`config.mk`:
```
export PLATFORM = sky130hd
export DESIGN_NAME = dual_lfsr_urng
export DESIGN_NICKNAME = d
export VERILOG_FILES = /design/src/rtl/urng_pkg.sv /design/src/rtl/fib_lfsr.sv /design/src/rtl/word_mix.sv /design/src/rtl/dual_lfsr_urng.sv
export SDC_FILE = /design/constraint.sdc
export NUM_CORES = 1
export LEC_CHECK = 0
export BUFFER_PORTS_ARGS = -buffer_cell sky130_fd_sc_hd__buf_2
export CAP_MARGIN = 5
export CORE_ASPECT_RATIO = 1.1
export CORE_UTILIZATION = 55
export CTS_CLUSTER_DIAMETER = 50
export DETAILED_ROUTE_END_ITERATION = 8
export GPL_ROUTABILITY_DRIVEN = 0
export PLACE_DENSITY = 0.72
export SYNTH_ARGS = -nofsm -noshare
export SYNTH_HDL_FRONTEND = slang
export SYNTH_SLANG_ARGS = --single-unit
```
`constraint.sdc`:
```
create_clock -name clk -period 3.2 [get_ports clk]
set_input_delay 0.32 -clock clk [delete_from_list [all_inputs] [get_ports clk]]
set_output_delay 0.32 -clock clk [all_outputs]
set_load 0.01 [all_outputs]
```
`src/rtl/urng_pkg.sv`:
```
package urng_pkg;
  // Register lengths and output word width
  localparam int LONG_LEN  = 167;
  localparam int SHORT_LEN = 125;
  localparam int WORD_W    = 32;

  // Feedback tap masks; a set bit marks a tap (indices are 1-based position minus one)
  localparam logic [LONG_LEN-1:0] LONG_TAPS =
    (LONG_LEN'(1) << 166) | (LONG_LEN'(1) << 160);
  localparam logic [SHORT_LEN-1:0] SHORT_TAPS =
    (SHORT_LEN'(1) << 124) | (SHORT_LEN'(1) << 123) |
    (SHORT_LEN'(1) << 17)  | (SHORT_LEN'(1) << 16);
endpackage

```
`src/rtl/fib_lfsr.sv`:
```
module fib_lfsr #(
  parameter int              WIDTH    = 16,
  parameter logic [WIDTH-1:0] TAP_MASK = WIDTH'(3) << (WIDTH - 2),
  parameter int              OUT_W    = 8,
  parameter bit              OUT_TOP  = 1'b0
) (
  input  logic             clk,
  input  logic             rst,
  input  logic             en,
  output logic [WIDTH-1:0] state,
  output logic [OUT_W-1:0] word_next
);
  logic             fb;
  logic [WIDTH-1:0] nxt;

  always_comb begin
    fb  = ^(state & TAP_MASK);
    nxt = {state[WIDTH-2:0], fb};
  end

  always_ff @(posedge clk) begin
    if (rst)     state <= '1;
    else if (en) state <= nxt;
  end

  // Slice of the advanced state offered to the word mixer
  generate
    if (OUT_TOP) begin : g_top
      assign word_next = nxt[WIDTH-1 -: OUT_W];
    end else begin : g_bottom
      assign word_next = nxt[OUT_W-1:0];
    end
  endgenerate
endmodule

```
`src/rtl/word_mix.sv`:
```
module word_mix #(
  parameter int W = 32
) (
  input  logic         clk,
  input  logic         rst,
  input  logic         en,
  input  logic [W-1:0] hi_word,
  input  logic [W-1:0] lo_word,
  output logic [W-1:0] dout,
  output logic         valid
);
  logic [W-1:0] lo_rev;

  generate
    for (genvar i = 0; i < W; i++) begin : g_rev
      assign lo_rev[i] = lo_word[W-1-i];
    end
  endgenerate

  always_ff @(posedge clk) begin
    if (rst) begin
      dout  <= '0;
      valid <= 1'b0;
    end else begin
      valid <= en;
      if (en) dout <= hi_word ^ lo_rev;
    end
  end
endmodule

```
`src/rtl/dual_lfsr_urng.sv`:
```
module dual_lfsr_urng #(
  parameter int                  A_LEN  = urng_pkg::LONG_LEN,
  parameter int                  B_LEN  = urng_pkg::SHORT_LEN,
  parameter int                  WORD_W = urng_pkg::WORD_W,
  parameter logic [A_LEN-1:0]    A_TAPS = urng_pkg::LONG_TAPS,
  parameter logic [B_LEN-1:0]    B_TAPS = urng_pkg::SHORT_TAPS
) (
  input  logic              clk,
  input  logic              rst,
  input  logic              en,
  output logic [WORD_W-1:0] dout,
  output logic              valid
);
  logic [A_LEN-1:0]  a_state;
  logic [B_LEN-1:0]  b_state;
  logic [WORD_W-1:0] a_word;
  logic [WORD_W-1:0] b_word;

  fib_lfsr #(
    .WIDTH(A_LEN), .TAP_MASK(A_TAPS), .OUT_W(WORD_W), .OUT_TOP(1'b1)
  ) u_long (
    .clk(clk), .rst(rst), .en(en), .state(a_state), .word_next(a_word)
  );

  fib_lfsr #(
    .WIDTH(B_LEN), .TAP_MASK(B_TAPS), .OUT_W(WORD_W), .OUT_TOP(1'b0)
  ) u_short (
    .clk(clk), .rst(rst), .en(en), .state(b_state), .word_next(b_word)
  );

  word_mix #(.W(WORD_W)) u_mix (
    .clk(clk), .rst(rst), .en(en),
    .hi_word(a_word), .lo_word(b_word),
    .dout(dout), .valid(valid)
  );
endmodule

```
==> qor.txt, run 1 <==
total negative slack for setup checks - 0 ps
sequential element share of the synthesized area - 53.9%
starting density of the core - 56.3%
crit end category - flip-flop
worst stage delay on the critical path - 470 ps
number of optimization iterations in the first detailed-route pass - 4
critical path cell sequence - xnor2_1 -> xnor2_1 -> or4b_1 -> o311ai_1
clock slew at the register clock pins of the worst setup and hold paths - 50 ps
count of unresolved DRC violations after routing - 0
type of the worst setup path - flip-flop to flip-flop
number of max-cap violations - 0
Worst Min Path Start - rst
detail-routed via count per cell - 5.31
final period demand of the worst path - 1340 ps
final net count - 1100
global routing usage summed across all routing layers - 15.7%
end of the worst register-to-register path - u_mix.dout[31]
data arrival time of the worst path - 1740 ps
Max Fclk - 0.746 GHz
critical path's most frequent cell - sky130_fd_sc_hd__xnor2_1
largest net degree at the start of global routing - 123
sum of net half-perimeters after detailed placement - 9250 µm
Post-Syn Nets - 1124
I/O pin total - 36
Max Clock Skew - 8.58 ps
count of hold-fix buffers inserted at cts - 0
layout-stage area growth over the synthesis result - 11.9%
kind of start point of the critical path - flip-flop
clock buffers created by TritonCTS - 35
cell-internal power - 7.17 mW
clock group share of total power - 43.3%
placeable core region - 21400 µm²
unique cell type count in the Yosys netlist - 16
Routed wire per std cell - 12.4 µm
warning count from the yosys run - 0
Top Family by Delay on Critical Path - simple AND/OR/NAND/NOR gates
worst reg2reg startpoint - u_short.state[17]
Final Cycle Share - 41.9%
switching power of the nets - 1.99 mW
GRT overflow - 0
share of power burned in registers - 48.8%
Placed Instances - 1350
fraction of power spent switching nets - 21.7%
leakage power total - 5.23 nW
maximum fanout along the worst path - 4
combinational power share - 7.9%
cells on worst reg2reg path - 4
clock latency reported for the late side of the worst-skew pair - 490 ps
capture endpoint of the worst hold path - u_mix.valid
finished layout cell area - 13500 µm²
flop-to-flop setup slack - 1860 ps
vertical die dimension - 157 µm
Placed Area - 12300 µm²
buffers and inverters on the worst path - 0
Power per Cell Area - 678 nW/µm²
htree depth - 2
Clock Tree Buf Depth - 3
unrepaired setup endpoints after global routing - false
worst slew margin relative to its limit - 52.4%
number of diodes added for antenna fixing - 0
total wire length - 17500 µm
worst hold-check path type - primary input to flip-flop
wire length of the first global-routing pass - 29700 µm
antenna violations before repair - 0
filler-free cell count of the finished design - 1410
Final Max Slew Viols - 0
post-CTS sizing - 0
x dimension of the die - 143 µm
synthesized cell area - 12100 µm²
pin slew with the least headroom to its limit - 715 ps
Post CTS Setup Buffer Count - 0
top library cells by usage in the layout, fill and taps aside - 325 x sky130_fd_sc_hd__dfxtp_1, 291 x sky130_fd_sc_hd__nor2b_1, 290 x sky130_fd_sc_hd__a211o_1
fraction of final layout cells with drive strength greater than 1 - 9.11%
number of instances in the synthesized netlist - 1121
peak ir drop on the vdd network - 0.412 mV
worst hold path depth - 2
count of port buffers added during placement - 35
Worst Path Required - 3600 ps
setup violation total in the final timing report - 0
overall die area - 22500 µm²
final core utilization - 63.0%
CTS Root Buffer Type - sky130_fd_sc_hd__clkbuf_16
row cnt - 56
TritonCTS clock tree - done
number of synthesized register bits - 325
Avg Synthesized Cell Area - 10.8 µm²
slowest stage cell, crit path - sky130_fd_sc_hd__or4b_1
TritonCTS sink count - 325
Iter 0 DRT Violations - 404
DRT antenna net count - 0
commonest non-fill, non-tap cell in the layout - sky130_fd_sc_hd__dfxtp_1
number of hold violations in the final report - 0
total via count after detailed routing - 7485
status - finished clean
number of global-route vias before repair - 6656
==> worst max-delay path by stage <==
stage	startpoint	to	slack, ps	cells past startpoint
after global placement	en	u_long.state[0]	1490	4
after global routing	u_short.state[17]	u_mix.dout[31]	1760	4
after detailed placement	en	u_short.state[75]	1460	4
final	u_short.state[17]	u_mix.dout[31]	1860	4
after floorplan	en	u_long.state[166]	1900	5
after CTS	u_short.state[17]	u_mix.dout[31]	1840	4
==> worst register-to-register path, delay by kind of cell (launching register included) <==
| family | cells | cell delay, ps |
|---|---|---|
| DFF | 1 | 400 |
| xor gates and xnor gates | 2 | 280 |
| and+or+nand+nor | 1 | 470 |
| AOI/OAI and AO/OA | 1 | 90 |
==> logic make-up after synthesis <==
| group | share of synthesized area, % |
|---|---|
| flip-flops | 53.9 |
| AND/OR/NAND/NOR | 16.4 |
| AO/OA/AOI/OAI | 23.1 |
| buffers and inverters | 4.00 |
| XOR/XNOR | 2.54 |
==> per-layer routing <==
metal,up-vias,part of all wire (%),GRT usage [%]
li1,3915,-,-
met5,-,0,0
met2,66,44,25.4
met3,30,3.3,3.65
met4,0,2.1,5.84
met1,3474,51,20.2
==> sequential cells by signal, summed over array words and instances (netlist names) <==
signal and cells:
u_short.state 125, u_long.state 167, u_mix.valid 1, u_mix.dout 32
==> stage by stage <==
step	setup slack (ps)	power, mW	hold slack, ps
after floorplan	1900	5.14	431
after CTS	1840	9.30	335
after global placement	1490	5.26	435
after detailed placement	1460	5.28	442
final	1860	9.16	327
after global routing	1760	9.58	363
==> cells in the mapped netlist <==
library cell | instances | share of area [%]
sky130_fd_sc_hd__a211o_1 | 290 | 21
sky130_fd_sc_hd__a211oi_1 | 31 | 1.9
sky130_fd_sc_hd__a21oi_1 | 2 | 0.083
sky130_fd_sc_hd__buf_1 | 6 | 0.19
sky130_fd_sc_hd__buf_2 | 41 | 1.7
sky130_fd_sc_hd__buf_4 | 6 | 0.37
sky130_fd_sc_hd__clkbuf_1 | 55 | 1.7
sky130_fd_sc_hd__dfxtp_1 | 325 | 54
sky130_fd_sc_hd__inv_1 | 1 | 0.031
sky130_fd_sc_hd__nand4b_1 | 1 | 0.073
sky130_fd_sc_hd__nor2_1 | 33 | 1.0
sky130_fd_sc_hd__nor2b_1 | 291 | 15
sky130_fd_sc_hd__o311ai_1 | 1 | 0.073
sky130_fd_sc_hd__or2_1 | 2 | 0.10
sky130_fd_sc_hd__or4b_1 | 1 | 0.083
sky130_fd_sc_hd__xnor2_1 | 35 | 2.5
==> power by group through the flow <==
stage,clock [mW],sequential [mW],combinational (mW)
6_report,3.97,4.47,0.724
3_5_place_dp,0,4.56,0.726
5_1_grt,4.27,4.50,0.813
3_3_place_gp,0,4.55,0.707
2_1_floorplan,0,4.53,0.605
4_1_cts,4.10,4.47,0.731
==> layout make-up <==
cell class / instances / area (µm²)
multi-input cells: 687 / 5070
well taps: 290 / 363
clock inverters: 14 / 178
flip-flops and latches: 325 / 6510
repair buffers: 47 / 398
inverters: 1 / 3.75
fillers: 1774 / 7940
clock buffers: 46 / 977
(Power assumes the default switching activity.)
==> run 2, diff against run 1 <==
PLACE_DENSITY = 0.75   (was 0.72)
clock period = 1.2 ns   (was 3.2 ns; I/O delays follow)
==> qor.txt, run 2 (same netlist as run 1, synthesis figures left out) <==
status - finished with violations
violated checks - negative setup slack
end of the worst register-to-register path - u_mix.dout[31]
critical path cell sequence - xnor2_2 -> xnor2_1 -> or4b_1 -> o311ai_1
Worst Path Required - 1610 ps (-1990 ps)
post-route worst hold slack - 20.0 ps (-307 ps)
CTS Root Buffer Type - sky130_fd_sc_hd__clkbuf_16
data arrival time of the worst path - 1650 ps (-90 ps)
starting density of the core - 56.3% (unchanged)
number of max-cap violations - 0 (unchanged)
TritonCTS clock tree - done
buffers and inverters on the worst path - 0 (unchanged)
DP Worst Slack - -21.6 ps (-1480 ps)
Iter 0 DRT Violations - 372 (-7.9%)
worst reg2reg startpoint - u_short.state[124]
Max Fclk - 0.805 GHz (+7.9%)
count of unresolved DRC violations after routing - 0 (unchanged)
wire length of the first global-routing pass - 30600 µm (+2.9%)
number of optimization iterations in the first detailed-route pass - 5 (+1)
combinational power share - 8.3% (+0.4 points)
kind of start point of the critical path - flip-flop
flop-to-flop setup slack - -40 ps (-1900 ps)
clock latency reported for the late side of the worst-skew pair - 500 ps (about the same)
count of port buffers added during placement - 35 (unchanged)
clock group share of total power - 43.0% (-0.3 points)
fraction of final layout cells with drive strength greater than 1 - 10.6% (+1.4 points)
WP depth - 4 (unchanged)
crit end category - flip-flop
total wire length - 18000 µm (+3.1%)
worst setup path endpoint - u_mix.dout[31]
Top Family by Delay on Critical Path - simple AND/OR/NAND/NOR gates
GRT overflow - 0 (unchanged)
Post CTS Setup Buffer Count - 0 (unchanged)
slowest stage cell, crit path - sky130_fd_sc_hd__or4b_1
detail-routed via count per cell - 5.28 (-0.53%)
# fillers - 1701 (-4.1%)
largest net degree at the start of global routing - 112 (-8.9%)
switching power of the nets - 5.37 mW (+170%)
global routing usage summed across all routing layers - 16.2% (+0.52 points)
commonest non-fill, non-tap cell in the layout - sky130_fd_sc_hd__dfxtp_1
Max Clock Skew - 10.9 ps (+2.32 ps)
least setup slack across all paths after layout - -42.6 ps (-1900 ps)
final period demand of the worst path - 1240 ps (-98.5 ps)
worst slew margin relative to its limit - 77.3% (+25 points)
total via count after detailed routing - 7535 (+0.67%)
Worst Min Path Start - en
Final Max Slew Viols - 0 (unchanged)
worst hold path depth - 3 (+1)
overall die area - 22500 µm² (unchanged)
x dimension of the die - 143 µm (unchanged)
DRT antenna net count - 0 (unchanged)
antenna violations before repair - 0 (unchanged)
worst hold-check path type - primary input to flip-flop
share of power burned in registers - 48.7% (about the same)
worst stage delay on the critical path - 470 ps (about the same)
Routed wire per std cell - 12.6 µm (+1.9%)
TritonCTS sink count - 325 (unchanged)
type of the worst setup path - flip-flop to flip-flop
sum of net half-perimeters after detailed placement - 9650 µm (+4.4%)
maximum fanout along the worst path - 2 (-2)
I/O pin total - 36 (unchanged)
number of global-route vias before repair - 6651 (-0.075%)
origin of the worst setup path - u_short.state[124]
clock buffers created by TritonCTS - 34 (-2.9%)
Final Cycle Share - 104% (+62 points)
unrepaired setup endpoints after global routing - true
cells on worst reg2reg path - 4 (unchanged)
pin slew with the least headroom to its limit - 340 ps (-374 ps)
registers with the highest flip-flop counts - u_long.state x167, u_short.state x125, u_mix.dout x32
Power per Cell Area - 1780 nW/µm² (+160%)
clock slew at the register clock pins of the worst setup and hold paths - 60 ps (about the same)
cell-internal power - 19.1 mW (+170%)
max reg flops - 167 (unchanged)
placeable core region - 21400 µm² (unchanged)
setup violation total in the final timing report - 1 (+1)
number of diodes added for antenna fixing - 0 (unchanged)
layout-stage area growth over the synthesis result - 13.9%
leakage power total - 5.34 nW (+2.1%)
Final Total Pwr - 24.5 mW (+170%)
final net count - 1117 (+1.5%)
vertical die dimension - 157 µm (unchanged)
number of hold violations in the final report - 0 (unchanged)
Most flops, register - u_long.state
fraction of power spent switching nets - 21.9% (+0.22 points)
peak ir drop on the vdd network - 1.27 mV (+210%)
htree depth - 2 (unchanged)
row cnt - 56 (unchanged)
Clock Tree Buf Depth - 3 (unchanged)
top library cells by usage in the layout, fill and taps aside - 321 x sky130_fd_sc_hd__dfxtp_1, 291 x sky130_fd_sc_hd__nor2b_1, 290 x sky130_fd_sc_hd__a211o_1
-- run 2: cell count changes in the layout (fill, tap and decap cells not counted), sizes merged --
cell / before / now
clkinv: 9 / 4
bufinv: 4 / 3
dlygate4sd3: 0 / 2
clkbuf: 46 / 52
buf: 47 / 62
-- run 2: tightest hold or removal path: stages --
cell and delay [ps]:
sky130_fd_sc_hd__buf_8 170, sky130_fd_sc_hd__nor2_1 130, sky130_fd_sc_hd__a211oi_1 50
-- run 2: area by class of cell --
class	count	area [µm²]	share of cell area (%)
sequential	325	6510	47.4
multi-input combinational	687	5090	37.1
clock buffer	51	1020	7.40
timing repair buffer	65	626	4.55
tap	290	363	2.64
clock inverter	8	126	0.920
inverter	1	3.75	0.0273
-- run 2: timing repair --
action                                  in CTS  in global routing
endpoints found under the setup margin       1                113
hold endpoints to repair                    12                  0
pin swaps                                    1                  0
hold buffers                                 2                  0
gates cloned                                 0                  1
gates resized for setup                      3                  1
-- run 2: power by group through the flow --
stage	registers (mW)	logic, mW	clock network (mW)
after global routing	12.0	2.29	11.4
after CTS	11.9	2.05	10.9
after global placement	12.1	1.97	0
after detailed placement	12.1	2.03	0
final	11.9	2.04	10.5
after floorplan	12.1	1.62	0
-- run 2: worst min path at each step --
stage | endpoint | slack, ps
after global placement | u_long.state[77] | 430
after CTS | u_mix.dout[6] | 2
final | u_mix.dout[6] | 20
after global routing | u_long.state[140] | 40
after detailed placement | u_long.state[134] | 440
after floorplan | u_mix.dout[31] | 330
-- run 2: routing by layer --
layer  track usage (%)  wire, µm  vias to the layer above  share of wire (%)
met5                 0         0                        -                  0
met4              5.53       285                        0                1.6
met3              3.86       606                       20                3.4
met2              24.7      7790                       72                 43
met1              22.3      9330                     3488                 52
li1                  -         -                     3955                  -
-- run 2: stage by stage --
step,area [µm²],TNS [ps],cells,utilization [%]
global placement,12500,-26.0,1365,58.4
finish,13700,-42.6,1427,64.1
floorplan,12100,-17.0,1121,-
global route,13700,-172,1427,64.1
CTS,13700,-46.0,1426,63.9
detailed placement,12500,-21.6,1365,58.4
==> run 3, diff against run 2 <==
ABC_AREA = 0   (was not set)
BUFFER_PORTS_ARGS = not set   (was -buffer_cell sky130_fd_sc_hd__buf_2)
DONT_BUFFER_PORTS = 1   (was not set)
PLACE_DENSITY = 0.84   (was 0.75)
==> qor.txt, run 3 (same netlist as run 1, synthesis figures left out) <==
status - finished with violations
violated checks - negative hold slack, negative setup slack
data arrival time of the worst path - 1700 ps (+50 ps)
htree depth - 1 (-1)
Clock Tree Buf Depth - 3 (unchanged)
Max Fclk - 0.800 GHz (-0.58%)
Final Cycle Share - 104% (+0.60 points)
TritonCTS clock tree - done
# fillers - 1719 (+1.1%)
number of optimization iterations in the first detailed-route pass - 5 (unchanged)
global routing usage summed across all routing layers - 16.0% (-0.13 points)
row cnt - 56 (unchanged)
top library cells by usage in the layout, fill and taps aside - 322 x sky130_fd_sc_hd__dfxtp_1, 291 x sky130_fd_sc_hd__nor2b_1, 290 x sky130_fd_sc_hd__a211o_1
TritonCTS sink count - 325 (unchanged)
CTS Root Buffer Type - sky130_fd_sc_hd__clkbuf_16
count of port buffers added during placement - 0 (-100%)
least setup slack across all paths after layout - -49.8 ps (-7.22 ps)
max reg flops - 167 (unchanged)
clock latency reported for the late side of the worst-skew pair - 540 ps (+40 ps)
Post CTS Setup Buffer Count - 0 (unchanged)
combined area of the multi-input logic cells - 5090 µm² (unchanged)
final core utilization - 61.0% (-3.1 points)
starting density of the core - 56.3% (unchanged)
placeable core region - 21400 µm² (unchanged)
number of diodes added for antenna fixing - 0 (unchanged)
number of hold violations in the final report - 324 (+324)
post-route worst hold slack - -342 ps (-362 ps)
amount of wire on met2 after detailed routing - 8200 µm (+5.3%)
topmost layer with routed signal wires - met4
Worst Min Path Start - rst
I/O pin total - 36 (unchanged)
count of hold-fix buffers inserted at cts - 1 (-1)
flop-to-flop setup slack - -50 ps (about the same)
leakage power total - 4.94 nW (-7.6%)
count of unresolved DRC violations after routing - 0 (unchanged)
Final Max Slew Viols - 0 (unchanged)
largest net degree at the start of global routing - 651 (+480%)
Iter 0 DRT Violations - 550 (+48%)
worst slew margin relative to its limit - 2.34% (-75 points)
total negative slack for setup checks - -49.8 ps (-7.22 ps)
DRT antenna net count - 0 (unchanged)
type of the worst setup path - flip-flop to flip-flop
detail-routed via count per cell - 5.39 (+2.0%)
worst reg2reg startpoint - u_short.state[123]
Final Total Pwr - 23.3 mW (-4.8%)
commonest non-fill, non-tap cell in the layout - sky130_fd_sc_hd__dfxtp_1
Placed Area - 12000 µm² (-4.3%)
Most flops, register - u_long.state
sum of net half-perimeters after detailed placement - 8460 µm (-12%)
GRT overflow - 0 (unchanged)
final net count - 1054 (-5.6%)
fraction of final layout cells with drive strength greater than 1 - 5.50% (-5.1 points)
maximum fanout along the worst path - 2 (unchanged)
pin slew with the least headroom to its limit - 1460 ps (+1120 ps)
peak ir drop on the vdd network - 1.37 mV (+7.7%)
Worst Path Required - 1650 ps (+40 ps)
worst hold path depth - 1 (-2)
kind of start point of the critical path - flip-flop
overall die area - 22500 µm² (unchanged)
number of global-route vias before repair - 6577 (-1.1%)
x dimension of the die - 143 µm (unchanged)
combined flip-flop and latch cell area - 6510 µm² (about the same)
Power per Cell Area - 1780 nW/µm² (about the same)
total via count after detailed routing - 7342 (-2.6%)
met3 routed WL - 576 µm (-5.0%)
layout-stage area growth over the synthesis result - 8.37%
number of max-cap violations - 0 (unchanged)
cells on worst reg2reg path - 4 (unchanged)
crit end category - flip-flop
antenna violations before repair - 0 (unchanged)
worst hold-check path type - primary input to flip-flop
origin of the worst setup path - u_short.state[123]
clock buffers created by TritonCTS - 30 (-12%)
wire length of the first global-routing pass - 30500 µm (-0.11%)
end of the worst register-to-register path - u_mix.dout[31]
total routed wire length on the met1 layer - 8740 µm (-6.3%)
vertical die dimension - 157 µm (unchanged)
unrepaired setup endpoints after global routing - true
Routed wire per std cell - 13.1 µm (+3.9%)
total wire length - 17900 µm (-0.79%)
clock slew at the register clock pins of the worst setup and hold paths - 70 ps (about the same)
worst setup path endpoint - u_mix.dout[31]
setup violation total in the final timing report - 1 (unchanged)
DP Worst Slack - -36.0 ps (-14.4 ps)
Max Clock Skew - 13.1 ps (+2.20 ps)
finished layout cell area - 13100 µm² (-4.8%)
registers with the highest flip-flop counts - u_long.state x167, u_short.state x125, u_mix.dout x32
final period demand of the worst path - 1250 ps (+7.22 ps)
[run 3: per-stage QoR]
step	cells	hold slack, ps
2_1_floorplan	1121	335
3_3_place_gp	1308	205
3_5_place_dp	1308	207
4_1_cts	1363	-362
5_1_grt	1363	-366
6_report	1363	-342
[run 3: worst min-delay path by stage]
stage / slack (ps) / endpoint
2_1_floorplan: 330 / u_mix.dout[31]
3_3_place_gp: 210 / u_mix.valid
3_5_place_dp: 210 / u_mix.valid
4_1_cts: -360 / u_mix.dout[21]
5_1_grt: -370 / u_mix.dout[28]
6_report: -340 / u_mix.dout[22]
[run 3: per-layer routing]
layer	global-route usage (%)	vias up
met5	0	-
met4	5.07	0
met3	2.89	25
met2	25.9	57
met1	21.7	3434
li1	-	3826
[run 3: layout make-up]
cell class	count	area share [%]
Sequential cell	325	49.8
Multi-Input combinational cell	687	38.9
Clock buffer	41	6.60
Tap cell	290	2.78
Clock inverter	13	1.50
Timing Repair Buffer	6	0.364
Inverter	1	0.0287
[run 3: critical path, stage by stage (launching register included)]
cell,delay (ps)
sky130_fd_sc_hd__dfxtp_2,340
sky130_fd_sc_hd__xnor2_2,130
sky130_fd_sc_hd__xnor2_1,130
sky130_fd_sc_hd__or4b_1,470
sky130_fd_sc_hd__o311ai_1,90
[run 3: report_power, final]
part           total, mW  switching (mW)  leakage [nW]  internal (mW)
clock network       9.98            3.89         0.523           6.09
registers           12.0           0.469          2.70           11.5
logic               1.34           0.417          1.72          0.924
[run 3: repair_timing]
item / 4_1_cts / 5_1_grt
setup endpoints to repair: 1 / 2
pin swaps: 2 / 0
resized for setup: 2 / 0
hold endpoints to repair: 325 / 324
